<file path="config.mk">
export PLATFORM = sky130hd
export DESIGN_NAME = xirq_hub
export DESIGN_NICKNAME = d
export VERILOG_FILES = /design/src/rtl/xirq_pkg.sv /design/src/rtl/xirq_decode.sv /design/src/rtl/xirq_slot.sv /design/src/rtl/xirq_rdport.sv /design/src/rtl/xirq_hub.sv
export SDC_FILE = /design/constraint.sdc
export NUM_CORES = 1
export LEC_CHECK = 0
export ABC_AREA = 0
export BUFFER_PORTS_ARGS = -buffer_cell sky130_fd_sc_hd__buf_2
export CAP_MARGIN = 20
export CORE_MARGIN = 8
export CORE_UTILIZATION = 53
export DETAILED_ROUTE_END_ITERATION = 6
export GPL_TIMING_DRIVEN = 0
export PLACE_DENSITY = 0.76
export SLEW_MARGIN = 5
export SYNTH_ARGS = -nofsm -noshare
export SYNTH_HDL_FRONTEND = slang
export SYNTH_HIERARCHICAL = 1
export SYNTH_SLANG_ARGS = --single-unit
</file>
<file path="constraint.sdc">
create_clock -name clk -period 2.63 [get_ports clk]
set_clock_uncertainty 0.1 [all_clocks]
set_input_delay 0.526 -clock clk [delete_from_list [all_inputs] [get_ports clk]]
set_output_delay 0.526 -clock clk [all_outputs]
set_load 0.05 [all_outputs]
</file>
<file path="src/rtl/xirq_pkg.sv">
// Shared field layout for the inter-processor interrupt hub.
// Assumes 32-bit words with bit 31 as the most significant bit.
package xirq_pkg;

    localparam int WORD_W  = 32;
    localparam int IDX_W   = 14;
    localparam int MSG_W   = 16;
    localparam int WIN_B   = 8;   // bytes per core window
    localparam int STAT_OF = 4;   // status word offset inside a window

    // Command word written by a core into its own window.
    typedef struct packed {
        logic             ack;   // bit 31: clear own pending flag
        logic             gen;   // bit 30: raise interrupt on dst
        logic [IDX_W-1:0] dst;   // bits 29:16
        logic [MSG_W-1:0] msg;   // bits 15:0
    } cmd_word_t;

    // Status word returned for a core.
    typedef struct packed {
        logic             zero;  // bit 31: always 0
        logic             pend;  // bit 30: interrupt pending
        logic [IDX_W-1:0] src;   // bits 29:16: sender index
        logic [MSG_W-1:0] msg;   // bits 15:0: latched payload
    } stat_word_t;

endpackage

</file>
<file path="src/rtl/xirq_decode.sv">
// Address decoder: splits a byte address into a core index and a word
// select, and flags whether it lands on a mapped command or status word.
// Assumes ADDR_W is large enough to reach NUM_CORES*8 bytes.
module xirq_decode #(
    parameter int NUM_CORES = 4,
    parameter int ADDR_W    = 6,
    parameter int CW        = 2
) (
    input  logic [ADDR_W-1:0] addr,
    output logic              hit_cmd,
    output logic              hit_stat,
    output logic [CW-1:0]     core
);
    import xirq_pkg::*;

    localparam int MAP_BYTES = NUM_CORES * WIN_B;

    logic in_map;
    logic aligned;

    // Range and alignment test, then pick the word inside the window.
    always_comb begin
        in_map   = (32'(addr) < MAP_BYTES);
        aligned  = (addr[1:0] == 2'b00);
        hit_cmd  = in_map && aligned && !addr[2];
        hit_stat = in_map && aligned &&  addr[2];
        core     = CW'(addr >> 3);
    end

endmodule

</file>
<file path="src/rtl/xirq_slot.sv">
// Per-core pending slot: holds the pending flag, the sender index and the
// payload of the last generate. A generate has priority over an acknowledge
// arriving in the same cycle, so no interrupt is dropped.
module xirq_slot (
    input  logic                          clk,
    input  logic                          rst_n,
    input  logic                          gen_i,
    input  logic                          ack_i,
    input  logic [xirq_pkg::IDX_W-1:0]    src_i,
    input  logic [xirq_pkg::MSG_W-1:0]    msg_i,
    output logic                          pend_o,
    output xirq_pkg::stat_word_t          stat_o
);
    import xirq_pkg::*;

    logic             pend_q;
    logic [IDX_W-1:0] src_q;
    logic [MSG_W-1:0] msg_q;

    // Pending state update: generate sets and latches, acknowledge clears.
    always_ff @(posedge clk) begin
        if (!rst_n) begin
            pend_q <= 1'b0;
            src_q  <= '0;
            msg_q  <= '0;
        end else if (gen_i) begin
            pend_q <= 1'b1;
            src_q  <= src_i;
            msg_q  <= msg_i;
        end else if (ack_i) begin
            pend_q <= 1'b0;
        end
    end

    // Status image and interrupt line follow the stored state.
    always_comb begin
        stat_o.zero = 1'b0;
        stat_o.pend = pend_q;
        stat_o.src  = src_q;
        stat_o.msg  = msg_q;
        pend_o      = pend_q;
    end

endmodule

</file>
<file path="src/rtl/xirq_rdport.sv">
// Registered read port: returns the selected core's status word one cycle
// after the read strobe. Command words and unmapped addresses read as zero.
module xirq_rdport #(
    parameter int NUM_CORES = 4,
    parameter int CW        = 2
) (
    input  logic                        clk,
    input  logic                        rst_n,
    input  logic                        rd_i,
    input  logic                        hit_stat_i,
    input  logic [CW-1:0]               core_i,
    input  logic [NUM_CORES-1:0][31:0]  stat_all_i,
    output logic [31:0]                 rdata_o
);

    logic [31:0] sel_word;

    // Pick the addressed status word, or zero for anything else.
    always_comb begin
        sel_word = '0;
        for (int c = 0; c < NUM_CORES; c++) begin
            if (hit_stat_i && (core_i == CW'(c))) sel_word = stat_all_i[c];
        end
    end

    // Capture read data on the strobe; hold it otherwise.
    always_ff @(posedge clk) begin
        if (!rst_n)    rdata_o <= '0;
        else if (rd_i) rdata_o <= sel_word;
    end

endmodule

</file>
<file path="src/rtl/xirq_hub.sv">
// Inter-processor interrupt hub, top level. Each core owns an 8-byte window:
// a command word at core*8 and a status word at core*8+4. A write to the
// command word can raise an interrupt on a destination core and/or clear the
// writer's own pending flag. Assumes one word access per cycle on the port.
module xirq_hub #(
    parameter int NUM_CORES = 4,
    parameter int ADDR_W    = 6
) (
    input  logic                 clk,
    input  logic                 rst_n,
    input  logic [ADDR_W-1:0]    bus_addr,
    input  logic                 bus_wr,
    input  logic                 bus_rd,
    input  logic [31:0]          bus_wdata,
    output logic [31:0]          bus_rdata,
    output logic [NUM_CORES-1:0] irq_o
);
    import xirq_pkg::*;

    localparam int CW = (NUM_CORES > 1) ? $clog2(NUM_CORES) : 1;

    logic                       hit_cmd;
    logic                       hit_stat;
    logic [CW-1:0]              core_sel;
    cmd_word_t                  cmd;
    logic                       wr_cmd;
    logic [IDX_W-1:0]           src_idx;
    logic [NUM_CORES-1:0]       gen_v;
    logic [NUM_CORES-1:0]       ack_v;
    logic [NUM_CORES-1:0]       pend_v;
    logic [NUM_CORES-1:0][31:0] stat_all;

    xirq_decode #(
        .NUM_CORES (NUM_CORES),
        .ADDR_W    (ADDR_W),
        .CW        (CW)
    ) decode_i (
        .addr      (bus_addr),
        .hit_cmd   (hit_cmd),
        .hit_stat  (hit_stat),
        .core      (core_sel)
    );

    // Interpret the write data as a command from the addressed core.
    always_comb begin
        cmd     = cmd_word_t'(bus_wdata);
        wr_cmd  = bus_wr && hit_cmd;
        src_idx = IDX_W'(core_sel);
    end

    for (genvar c = 0; c < NUM_CORES; c++) begin : g_slot
        stat_word_t slot_stat;

        // Route generate by destination field and acknowledge by writer.
        always_comb begin
            gen_v[c] = wr_cmd && cmd.gen && (cmd.dst == IDX_W'(c));
            ack_v[c] = wr_cmd && cmd.ack && (core_sel == CW'(c));
        end

        xirq_slot slot_i (
            .clk    (clk),
            .rst_n  (rst_n),
            .gen_i  (gen_v[c]),
            .ack_i  (ack_v[c]),
            .src_i  (src_idx),
            .msg_i  (cmd.msg),
            .pend_o (pend_v[c]),
            .stat_o (slot_stat)
        );

        assign stat_all[c] = slot_stat;
    end

    xirq_rdport #(
        .NUM_CORES  (NUM_CORES),
        .CW         (CW)
    ) rdport_i (
        .clk        (clk),
        .rst_n      (rst_n),
        .rd_i       (bus_rd),
        .hit_stat_i (hit_stat),
        .core_i     (core_sel),
        .stat_all_i (stat_all),
        .rdata_o    (bus_rdata)
    );

    assign irq_o = pend_v;

endmodule

</file>
=== Yosys cells after proc, flatten, opt, wreduce, memory -nomap -nowiden ===
Index checks and enable logic that the tools add are counted.

* $lt $le $gt $ge: 1
* $mul: 0
* Divide/modulo/power cells: 0
* $add $sub $neg: 0
* Reductions and logical operators: 26
* Equal/unequal tests: 6
* Muxes and demuxes: 12
* Bitwise operators: 0
* Shift-type cells: 0

{| class="wikitable"
|+ Operators with widths
! kind !! number
|-
| two-way mux 31 bit || 4
|-
| equality test 14 x 2 -> 1 bit, second input constant || 2
|-
| logical AND 1 bit || 18
|-
| equality test 14 x 1 -> 1 bit, second input constant || 1
|-
| logical NOT 14 bit || 1
|-
| two-way mux 1 bit || 8
|-
| nonzero test 2 bit || 4
|-
| < comparator 6 bit, second input constant || 1
|-
| equality test 2 bit, second input constant || 2
|-
| logical NOT 2 bit || 2
|-
| equality test 2 x 1 -> 1 bit, second input constant || 1
|-
| logical NOT 1 bit || 1
|}

* Bits in read-only memories: 0
* Memories kept: 0
* Output and inout port bits: 36
* RAM bits: 0
* Logic and storage cells: 58
* Flip-flop bits (word level): 108
* Bits of input ports: 42
* Bits in latches: 0

=== Logic depth before layout (Yosys ltp) ===
Gate-level depths: netlist of the first run.

* Depth after elaboration: 8
* Gate-level depth with buffers: 8
* Gate-level depth less buffers: 6

=== Hierarchy ===
Netlist of the first run, hierarchy kept.

{| class="wikitable"
|+ By module, submodules not included
! module !! sequential area each (sq um) !! area each (sq um) !! cells an instance !! times used
|-
| xirq_slot || 620.6 || 1223.7 || 103 || 4
|-
| xirq_rdport || 640.6 || 1918.1 || 180 || 1
|-
| xirq_hub || 0.0 || 131.4 || 18 || 1
|-
| xirq_decode || 0.0 || 42.5 || 4 || 1
|}

=== Worst setup path after synthesis of the first run ===
OpenSTA, ideal clock, no wires.

* Kind: in2reg
* Start point: input bus_addr[1]
* End point: register g_slot[1].slot_i.msg_q[0]
* Cell stages on the path: 8
* Path slack: 462 ps
* Library setup time: 116 ps
* Required time: 2414 ps
* Arrival: 1952 ps
* Path buffers: 2
* Path through: nor4_2 -> and4bb_2 -> nand4_2 -> nor3b_2 -> buf_6 -> buf_12 -> mux2i_1 -> nor2b_1

* Cells in the longest elaborated chain, start to end: 6
* Elaborated cells on any way between the ends: 7
* Those cells by class: order compare (1); reduce/logical (6)

{| class="wikitable"
|+ RTL lines
! element !! RTL line !! source
|-
| from (decl) || xirq_hub.sv:11 || <nowiki>input logic [ADDR_W-1:0] bus_addr,</nowiki>
|-
| < comparator 6 bit or logical NOT 2 bit (tied branches) || xirq_decode.sv:23, xirq_decode.sv:24 ||
|-
| logical AND 1 bit (*) (2 in series) || xirq_decode.sv:25 || <nowiki>hit_cmd = in_map && aligned && !addr[2];</nowiki>
|-
| logical AND 1 bit (*) || xirq_hub.sv:47 || <nowiki>wr_cmd = bus_wr && hit_cmd;</nowiki>
|-
| logical AND 1 bit (*) (2 in series) || xirq_hub.sv:56 || <nowiki>gen_v[c] = wr_cmd && cmd.gen && (cmd.dst == IDX_W'(c));</nowiki>
|-
| net gen_v[1] || xirq_hub.sv:28 || <nowiki>logic [NUM_CORES-1:0] gen_v;</nowiki>
|-
| to (signal assigned) || xirq_slot.sv:29 || <nowiki>msg_q <= msg_i;</nowiki>
|-
| to (decl) || xirq_slot.sv:18 || <nowiki>logic [MSG_W-1:0] msg_q;</nowiki>
|}

The timed path passes the listed nets; every way through them passes the cells marked *.
A chain may end at the register's enable or synchronous reset.

=== Final worst setup path of the first run ===
* Start point: input bus_addr[1]
* End point: register g_slot[0].slot_i.msg_q[6]

* Cells in the longest elaborated chain, start to end: 6
* Elaborated cells on any way between the ends: 7
* Those cells by class: order compare (1); reduce/logical (6)

{| class="wikitable"
|+ RTL lines
! element !! RTL line !! source
|-
| < comparator 6 bit or logical NOT 2 bit (tied branches) || xirq_decode.sv:23, xirq_decode.sv:24 ||
|-
| logical AND 1 bit (*) (2 in series) || xirq_decode.sv:25 ||
|-
| net hit_cmd || xirq_hub.sv:22 || <nowiki>logic hit_cmd;</nowiki>
|-
| logical AND 1 bit (*) || xirq_hub.sv:47 ||
|-
| logical AND 1 bit (*) (2 in series) || xirq_hub.sv:56 ||
|-
| net gen_v[0] || xirq_hub.sv:28 ||
|-
| to (signal assigned) || xirq_slot.sv:29 ||
|-
| to (decl) || xirq_slot.sv:18 ||
|}

Marks and branches as above.

==> results of run 1 <==
==> worst reg2reg max path, cell delays in order (launching register included) <==
cell,delay [ns]
dfxtp_1,0.32
buf_4,0.13
mux2i_1,0.20
a2bb2oi_1,0.18
o21ai_1,0.10
==> registers in the layout (all words and copies together), names as in the netlist <==
register              cells
g_slot.slot_i/pend_o      4
g_slot.slot_i/msg_q      64
g_slot.slot_i/src_q      56
rdport_i/rdata_o         32
==> stage by stage <==
stage	total power [mW]	utilization, %
6_report	5.25	64.5
3_3_place_gp	2.63	59.5
5_1_grt	5.40	64.5
3_5_place_dp	2.64	59.5
4_1_cts	5.29	64.5
2_1_floorplan	2.55	-
==> power breakdown <==
part | leakage [nW] | switching [mW] | internal [mW]
sequential | 1.26 | 0.0000721 | 2.36
clock | 0.312 | 0.938 | 1.73
combinational | 1.52 | 0.125 | 0.103
==> synthesized netlist by cell type, drive strengths merged <==
library cell | number | area (um^2)
mux2i | 184 | 1840
dfxtp | 156 | 3120
nor2b | 125 | 782
buf | 39 | 500
a2bb2oi | 32 | 280
o21ai | 32 | 160
clkbuf | 16 | 80.1
conb | 5 | 18.8
o21a | 4 | 30.0
nand4 | 3 | 25.0
nor2 | 3 | 11.3
nor3 | 3 | 15.0
nor3b | 3 | 32.5
nor4 | 3 | 37.5
and4bb | 1 | 12.5
inv | 1 | 3.75
nand2 | 1 | 3.75
nand3 | 1 | 5.00
nand4b | 1 | 8.76
nor4b | 1 | 15.0
==> layout make-up <==
class | instances | area, um^2 | share of cell area [%]
Tap cell | 176 | 220 | 2.62
Inverter | 1 | 3.75 | 0.0446
Timing Repair Buffer | 75 | 375 | 4.46
Sequential cell | 156 | 3120 | 37.1
Multi-Input combinational cell | 449 | 3460 | 41.1
Clock inverter | 12 | 193 | 2.29
Clock buffer | 20 | 457 | 5.43
Buffer | 55 | 581 | 6.90
==> routing by layer <==
metal | vias up | GRT usage, % | part of all wire (%)
met3 | 27 | 4.38 | 3.7
met4 | 0 | 7.70 | 2.1
met1 | 2291 | 23.3 | 44
met2 | 88 | 35.3 | 51
met5 | - | 0 | 0
li1 | 2356 | - | -
==> worst max path at each step <==
stage	startpoint	to	slack, ns	cells after the start
detailed placement	bus_addr[1]	g_slot[0].slot_i/msg_q[9]	0.03	9
finish	bus_addr[1]	g_slot[0].slot_i/msg_q[6]	0.49	9
global route	bus_addr[1]	g_slot[1].slot_i/src_q[4]	0.40	9
CTS	bus_addr[1]	g_slot[0].slot_i/msg_q[9]	0.48	9
global placement	bus_addr[1]	g_slot[1].slot_i/msg_q[7]	0.15	9
floorplan	bus_addr[1]	g_slot[1].slot_i/msg_q[0]	0.46	8
==> logic make-up (layout without fill, tap and decap cells) <==
kind of cell / count (synthesis) / in the layout / synth area share, %
compound gates: 68 / 68 / 6.73
buf+inv: 56 / 163 / 8.36
other cells: 5 / 52 / 0.269
simple gates: 145 / 145 / 13.6
mux: 184 / 184 / 26.4
flops: 156 / 156 / 44.7
==> run summary, run 1 <==
The run finished with clean final reports. The total setup violations reported at the end of the flow is 0. The endpoint of the worst-slack reg-to-reg timing path is rdport_i/rdata_o[30].

The number of different library cells used by synthesis comes to 26. The count of TritonRoute iterations in the first routing pass came out at 5. The floorplan step defined a die boundary enclosing between 15000 and 20000 um^2.

Max-cap violations in this run came to 0. The mapped netlist covers approximately 7000 um^2. The worst-case IR drop observed on VDD is 0.388 mV. The relative max-transition margin came out at roughly three fifths. The startpoint identified for the worst register-to-register timing path is g_slot[1].slot_i/pend_o.

The top achievable clock speed is roughly 470 MHz. The total global routing overflow came out at 0. The detailed-route vias per instance came out at 5.04. In this run the worst hold path is classified as in -> reg.

The iteration-0 DRC count of the detailed router came out at between 200 and 250. The number of cells after detailed placement is 912. The shortest period the worst path allows came out at between 2 and 2.5 ns. The required arrival time at the worst endpoint is 2.84 ns. STA classifies the critical path endpoint as a flip-flop. The number of nets in the layout is ~800. Leaving out fill and tap cells, the most frequent cell in the layout is mux2i_1. Setup repair after global routing left no endpoint under its margin. The total global-route track usage is approximately a fifth. The sort of element at the start of the critical path is an input port. The number of buffers created by CTS came out at 17. The sequential-to-total area share from yosys stat came out at approximately 45%. The standard-cell row count came out at between 40 and 50. The signal on the critical path passes through buf_2 > nor4_2 > and4bb_2 > nand4_2 > nor3_1 > buf_6 > buf_12 > mux2i_1 > nor2b_1. The HPWL reported at the end of detailed placement is roughly 11000 um.

The first global-routing pass estimated around 26000 um of wire. The count of H-tree levels built during CTS is 4. The delay of the slowest critical-path stage is roughly 0.34 ns.

The die outline width came out at approximately 130 um. The flop-to-flop setup slack came out at between 1 and 1.5 ns. The final standard cell area without fillers is around 8400 um^2. The buffers plus inverters on the worst setup path is 3.

The clock latency on the worst-skew pair came out at roughly 0.42 ns. The number of hold violations in the final report is 0. Clock tree synthesis selected as its root buffer the cell clkbuf_16. The mean instance size in the synthesized netlist is 11.4 um^2. The wire length per cell after detailed routing came out at between 15 and 20 um. The starting density of the core is 53.6%.

The clock slew at the register clock pins of the worst setup and hold paths came out at 0.06 ns. The total setup buffers inserted after CTS is 0. For this design, the CTS-stage hold fixing added 0 buffers.

In the layout the commonest cells are mux2i_1 (184), dfxtp_1 (156), nor2b_1 (125). The final weighted congestion of routability-driven global placement came out at just over 0.7. The number of resized instances in the post-cts repair step is 0.

The leakage dissipation came out at 3.09 nW. The vias after detailed routing came out at between 4000 and 5000. The hold slack came out at between 0.3 and 0.4 ns. The TritonCTS clock tree is yes. The via count of the first global-routing pass is about 5000. Counting every instance in the synthesized netlist gives 614. The post-synthesis sequential element count is ~160.

The clock net sink count came out at between 150 and 200. The sum of negative setup slack came out at 0 ns. The setup slack after placement is 0.0304 ns. The initial antenna violation count was 0. The number of nets still failing antenna checks after routing came out at 0. The maximum root-to-sink buffer count came out at 2. The sum of routed wire length over all layers came out at about 16000 um. The worst hold path begins at bus_wdata[5]. The post-route non-filler standard cell count is about 940. In this run the worst path has a maximum fanout of 10. At the pin with the least slew margin, the transition time is 0.600 ns. The pin count of the biggest net entering global routing came out at 20.

The slowest stage of the critical path belongs to the cell nor4_2. The post-detailed-placement cell area came out at just under 8000 um^2. The detailed-route DRC error count came out at 0.

From synthesis to final layout, the design area changed by 20.3%. The core region area came out at about 13000 um^2. The number of diodes added for antenna fixing is 0.

The die span in y is roughly 130 um. The proportion of layout cells with a drive suffix above 1 is ~20%. Among cell families on the critical path, the largest total delay comes from simple AND/OR/NAND/NOR gates. The final critical-path setup slack came out at approximately 0.49 ns. The number of pins exceeding their max-slew limit in the final report came out at 0. The critical path is of the in -> reg type.

The path depth of the worst reg2reg path came out at 4. The worst hold path terminates at g_slot[0].slot_i/msg_q[5]. The port buffer count came out at 75. Counting the fill cells in the layout gives between 1000 and 1500. The worst path arrival time came out at roughly 2.4 ns. The number of top-level pins came out at 78. The depth of the worst hold-timing path came out at 3. Dividing the final minimum period by the clock period gives ~81%.

The power per standard cell area is around 620 nW/um^2. The yosys synthesis warning count came out at 6.
Note: power is estimated with default switching activity, not from simulation.
==> inputs of run 2 (changes only) <==
PLACE_DENSITY = 0.79   (was 0.76)
clock period = 1.8 ns   (was 2.63 ns; I/O delays follow)
==> run 2 against run 1 <==
Critical path type unchanged. Largest cell class unchanged. Flip-flop and latch count did not move. Highest routed layer unchanged. Via count grew 2.4%. Utilization rose by 1.1 points. Sequential share of layout area is 0.61 points lower. The run now ends with setup timing left. Critical path depth unchanged. Global-route usage rose by 0.51 points.
==> run summary, run 2 (synthesis gave the netlist of run 1 again) <==
The number of top-level pins came out at 78 (unchanged). More flip-flops sit in one register than any other, and that register is g_slot.slot_i/msg_q. The routed length on met1 came out at 7110 um (+0.21%). The port buffer count came out at 75 (unchanged). The clock latency on the worst-skew pair came to 0.43 ns (about the same). The area taken by multi-input logic gates came out at 3490 um^2 (+1.1%). The proportion of layout cells with a drive suffix above 1 is 21.1% (+0.95 points). The maximum root-to-sink buffer count was 2 (unchanged).

The core region area came out at 13000 um^2 (unchanged). The clock net sink count came out at 156 (unchanged). The shortest period the worst path allows is 1.98 ns. The vias after detailed routing is 4874 (+2.4%). The count of H-tree levels built during CTS came out at 4 (unchanged). In this run the top signal layer used is met4. In the final layout, the registers with the most flip-flops are g_slot.slot_i/msg_q (64), g_slot.slot_i/src_q (56), rdport_i/rdata_o (32). The depth of the worst hold-timing path is 3 (unchanged). The global-route wire length before repair is 26500 um (+2.4%). The final critical-path setup slack came to -0.179 ns (-0.666 ns). The final critical path takes up 110% of the cycle. The delay of the slowest critical-path stage is 0.37 ns (+0.03 ns). The final weighted congestion of routability-driven global placement came to 0.715 (-0.78%). The leakage dissipation came out at 3.16 nW (+2.3%). The sum of routed wire length over all layers is 16800 um (+3.0%). The top achievable clock speed came out at a little over 500 MHz. The required arrival time at the worst endpoint came out at 2.02 ns (-0.82 ns).

The detailed route wirelength on metal2 is 8540 um (+3.4%). The via count of the first global-routing pass was 5239 (+2.3%). The number of pins exceeding their max-slew limit in the final report is 0 (unchanged). The clock slew at the register clock pins of the worst setup and hold paths came out at 0.06 ns (about the same). The checks that failed: setup timing. The setup slack after placement came to -0.575 ns (-0.606 ns). The path depth of the worst reg2reg path was 4 (unchanged). By startpoint and endpoint, the worst setup path is classified as in -> reg.

The area enclosed by the die boundary came out at 17100 um^2 (unchanged). The initial antenna violation count came to 0 (unchanged). In this run the critical register-to-register path is captured at rdport_i/rdata_o[30]. The slowest stage of the critical path belongs to the cell and4bb_2. The number of nets in the layout is 807 (+1.3%). In this run the most critical hold path is launched from bus_wdata[15]. The layout filler cell count came out at 1045 (-2.0%). The power per standard cell area is 860 nW/um^2 (+38%). The number of hold violations in the final report is 0 (unchanged). The wire length per cell after detailed routing is 17.6 um (+2.1%). TritonCTS built the clock tree. The count of TritonRoute iterations in the first routing pass came out at 4 (-1). Setup repair after global routing could not meet its margin everywhere. The path class of the tightest hold or removal check is in -> reg.

The total global routing overflow was 0 (unchanged). The HPWL reported at the end of detailed placement is 11300 um (+0.38%). The standard-cell row count came out at 42 (unchanged). The number of nets still failing antenna checks after routing came out at 0 (unchanged). The number of diodes added for antenna fixing was 0 (unchanged).

The signal on the critical path passes through buf_8 > nor4_4 > and4bb_2 > nand4_4 > nor3b_2 > buf_6 > buf_16 > mux2i_2 > nor2b_1. The area growth from synthesis to final layout is 22.4%. The relative max-transition margin came out at 60.0% (about the same). The startpoint identified for the worst register-to-register timing path is g_slot[1].slot_i/pend_o. The worst-path maximum fanout came out at 7 (-3). The utilization after layout is 65.6% (+1.1 points). The iteration-0 DRC count of the detailed router came out at 187 (-22%). The slew at the pin with the worst max-slew slack is 0.600 ns (+0.000301 ns). The number of hold buffers added after cts came out at 0 (unchanged). The worst path arrival time is 2.20 ns (-0.15 ns). The combined flip-flop and latch cell area came out at 3120 um^2 (unchanged). The pin count of the biggest net entering global routing came out at 20 (unchanged).

The worst setup path is launched from an input port. The die outline width came out at 131 um (unchanged). The critical path endpoint category is a flip-flop. The flop-to-flop setup slack came out at 0.67 ns (-0.82 ns). Leaving out fill and tap cells, the most frequent cells in the layout are mux2i_1 (182), dfxtp_1 (156), nor2b_1 (125).

The flow ran to the end, but the final reports show violations. The overall power of the completed layout is 7.35 mW (+40%). The library cell used most frequently in the layout, excluding fill and tap cells, is mux2i_1. The detailed-route vias per instance is 5.12 (+1.5%). The starting density of the core is 53.6% (unchanged). The number of maximum-capacitance violations is 0 (unchanged).

The total global-route track usage came out at 20.5% (+0.51 points). The worst-case vdd ir drop came out at 0.837 mV (+120%). The number of buffers created by CTS was 17 (unchanged).

The die span in y was 131 um (unchanged). For hold timing, the worst endpoint is g_slot[1].slot_i/msg_q[15]. The detailed-route DRC error count came out at 0 (unchanged). The flip-flop count of the largest register after layout came out at 64 (unchanged). The met3 layer wire length in the routed design is 785 um (+31%). The tree is rooted in a clkbuf_16. The total setup violations reported at the end of the flow is 118 (+118).
-- run 2: worst max-delay path by stage --
| stage | start | to |
|---|---|---|
| after floorplan | bus_addr[1] | g_slot[1].slot_i/msg_q[0] |
| after global placement | bus_addr[1] | g_slot[1].slot_i/msg_q[7] |
| after detailed placement | bus_addr[1] | g_slot[2].slot_i/msg_q[8] |
| after CTS | bus_addr[1] | g_slot[1].slot_i/src_q[9] |
| after global routing | bus_addr[0] | g_slot[1].slot_i/msg_q[4] |
| final | bus_addr[0] | g_slot[1].slot_i/msg_q[12] |
-- run 2: per-layer routing --
layer / global-route usage, % / vias up
li1: - / 2372
met1: 23.0 / 2384
met2: 36.1 / 95
met3: 5.52 / 23
met4: 8.51 / 0
met5: 0 / -
-- run 2: what timing repair did --
| action | in CTS | in global routing |
|---|---|---|
| setup buffers | 5 | 2 |
| resized for setup | 8 | 6 |
| gates cloned | 3 | 1 |
| pin swaps | 0 | 4 |
| endpoints found under the setup margin | 116 | 119 |
-- run 2: power by group --
group / total [mW] / switching [mW] / internal [mW]
registers: 3.45 / 0.000106 / 3.45
clock network: 3.55 / 1.33 / 2.23
logic: 0.344 / 0.186 / 0.158
-- run 2: per-stage QoR --
step / hold slack, ns / TNS [ns] / cell area, um^2 / instances
CTS: 0.136 / -3.12 / 8510 / 950
floorplan: 0.382 / -14.42 / 7190 / 661
detailed placement: 0.363 / -64.10 / 7780 / 912
finish: 0.152 / -7.97 / 8550 / 952
global route: 0.161 / -12.68 / 8550 / 952
global placement: 0.360 / -56.61 / 7780 / 912
-- run 2: cell type report --
cell class	count	area share, %
multi-input cells	449	40.8
flip-flops and latches	156	36.5
plain buffers	55	6.79
repair buffers	85	6.41
clock buffers	22	5.43
well taps	176	2.58
clock inverters	8	1.38
inverters	1	0.0439
-- run 2: critical path: cells and delay by family --
kind | cells | cell delay, ns
mux | 1 | 0.22
buf+inv | 3 | 0.48
simple gates | 5 | 1.13
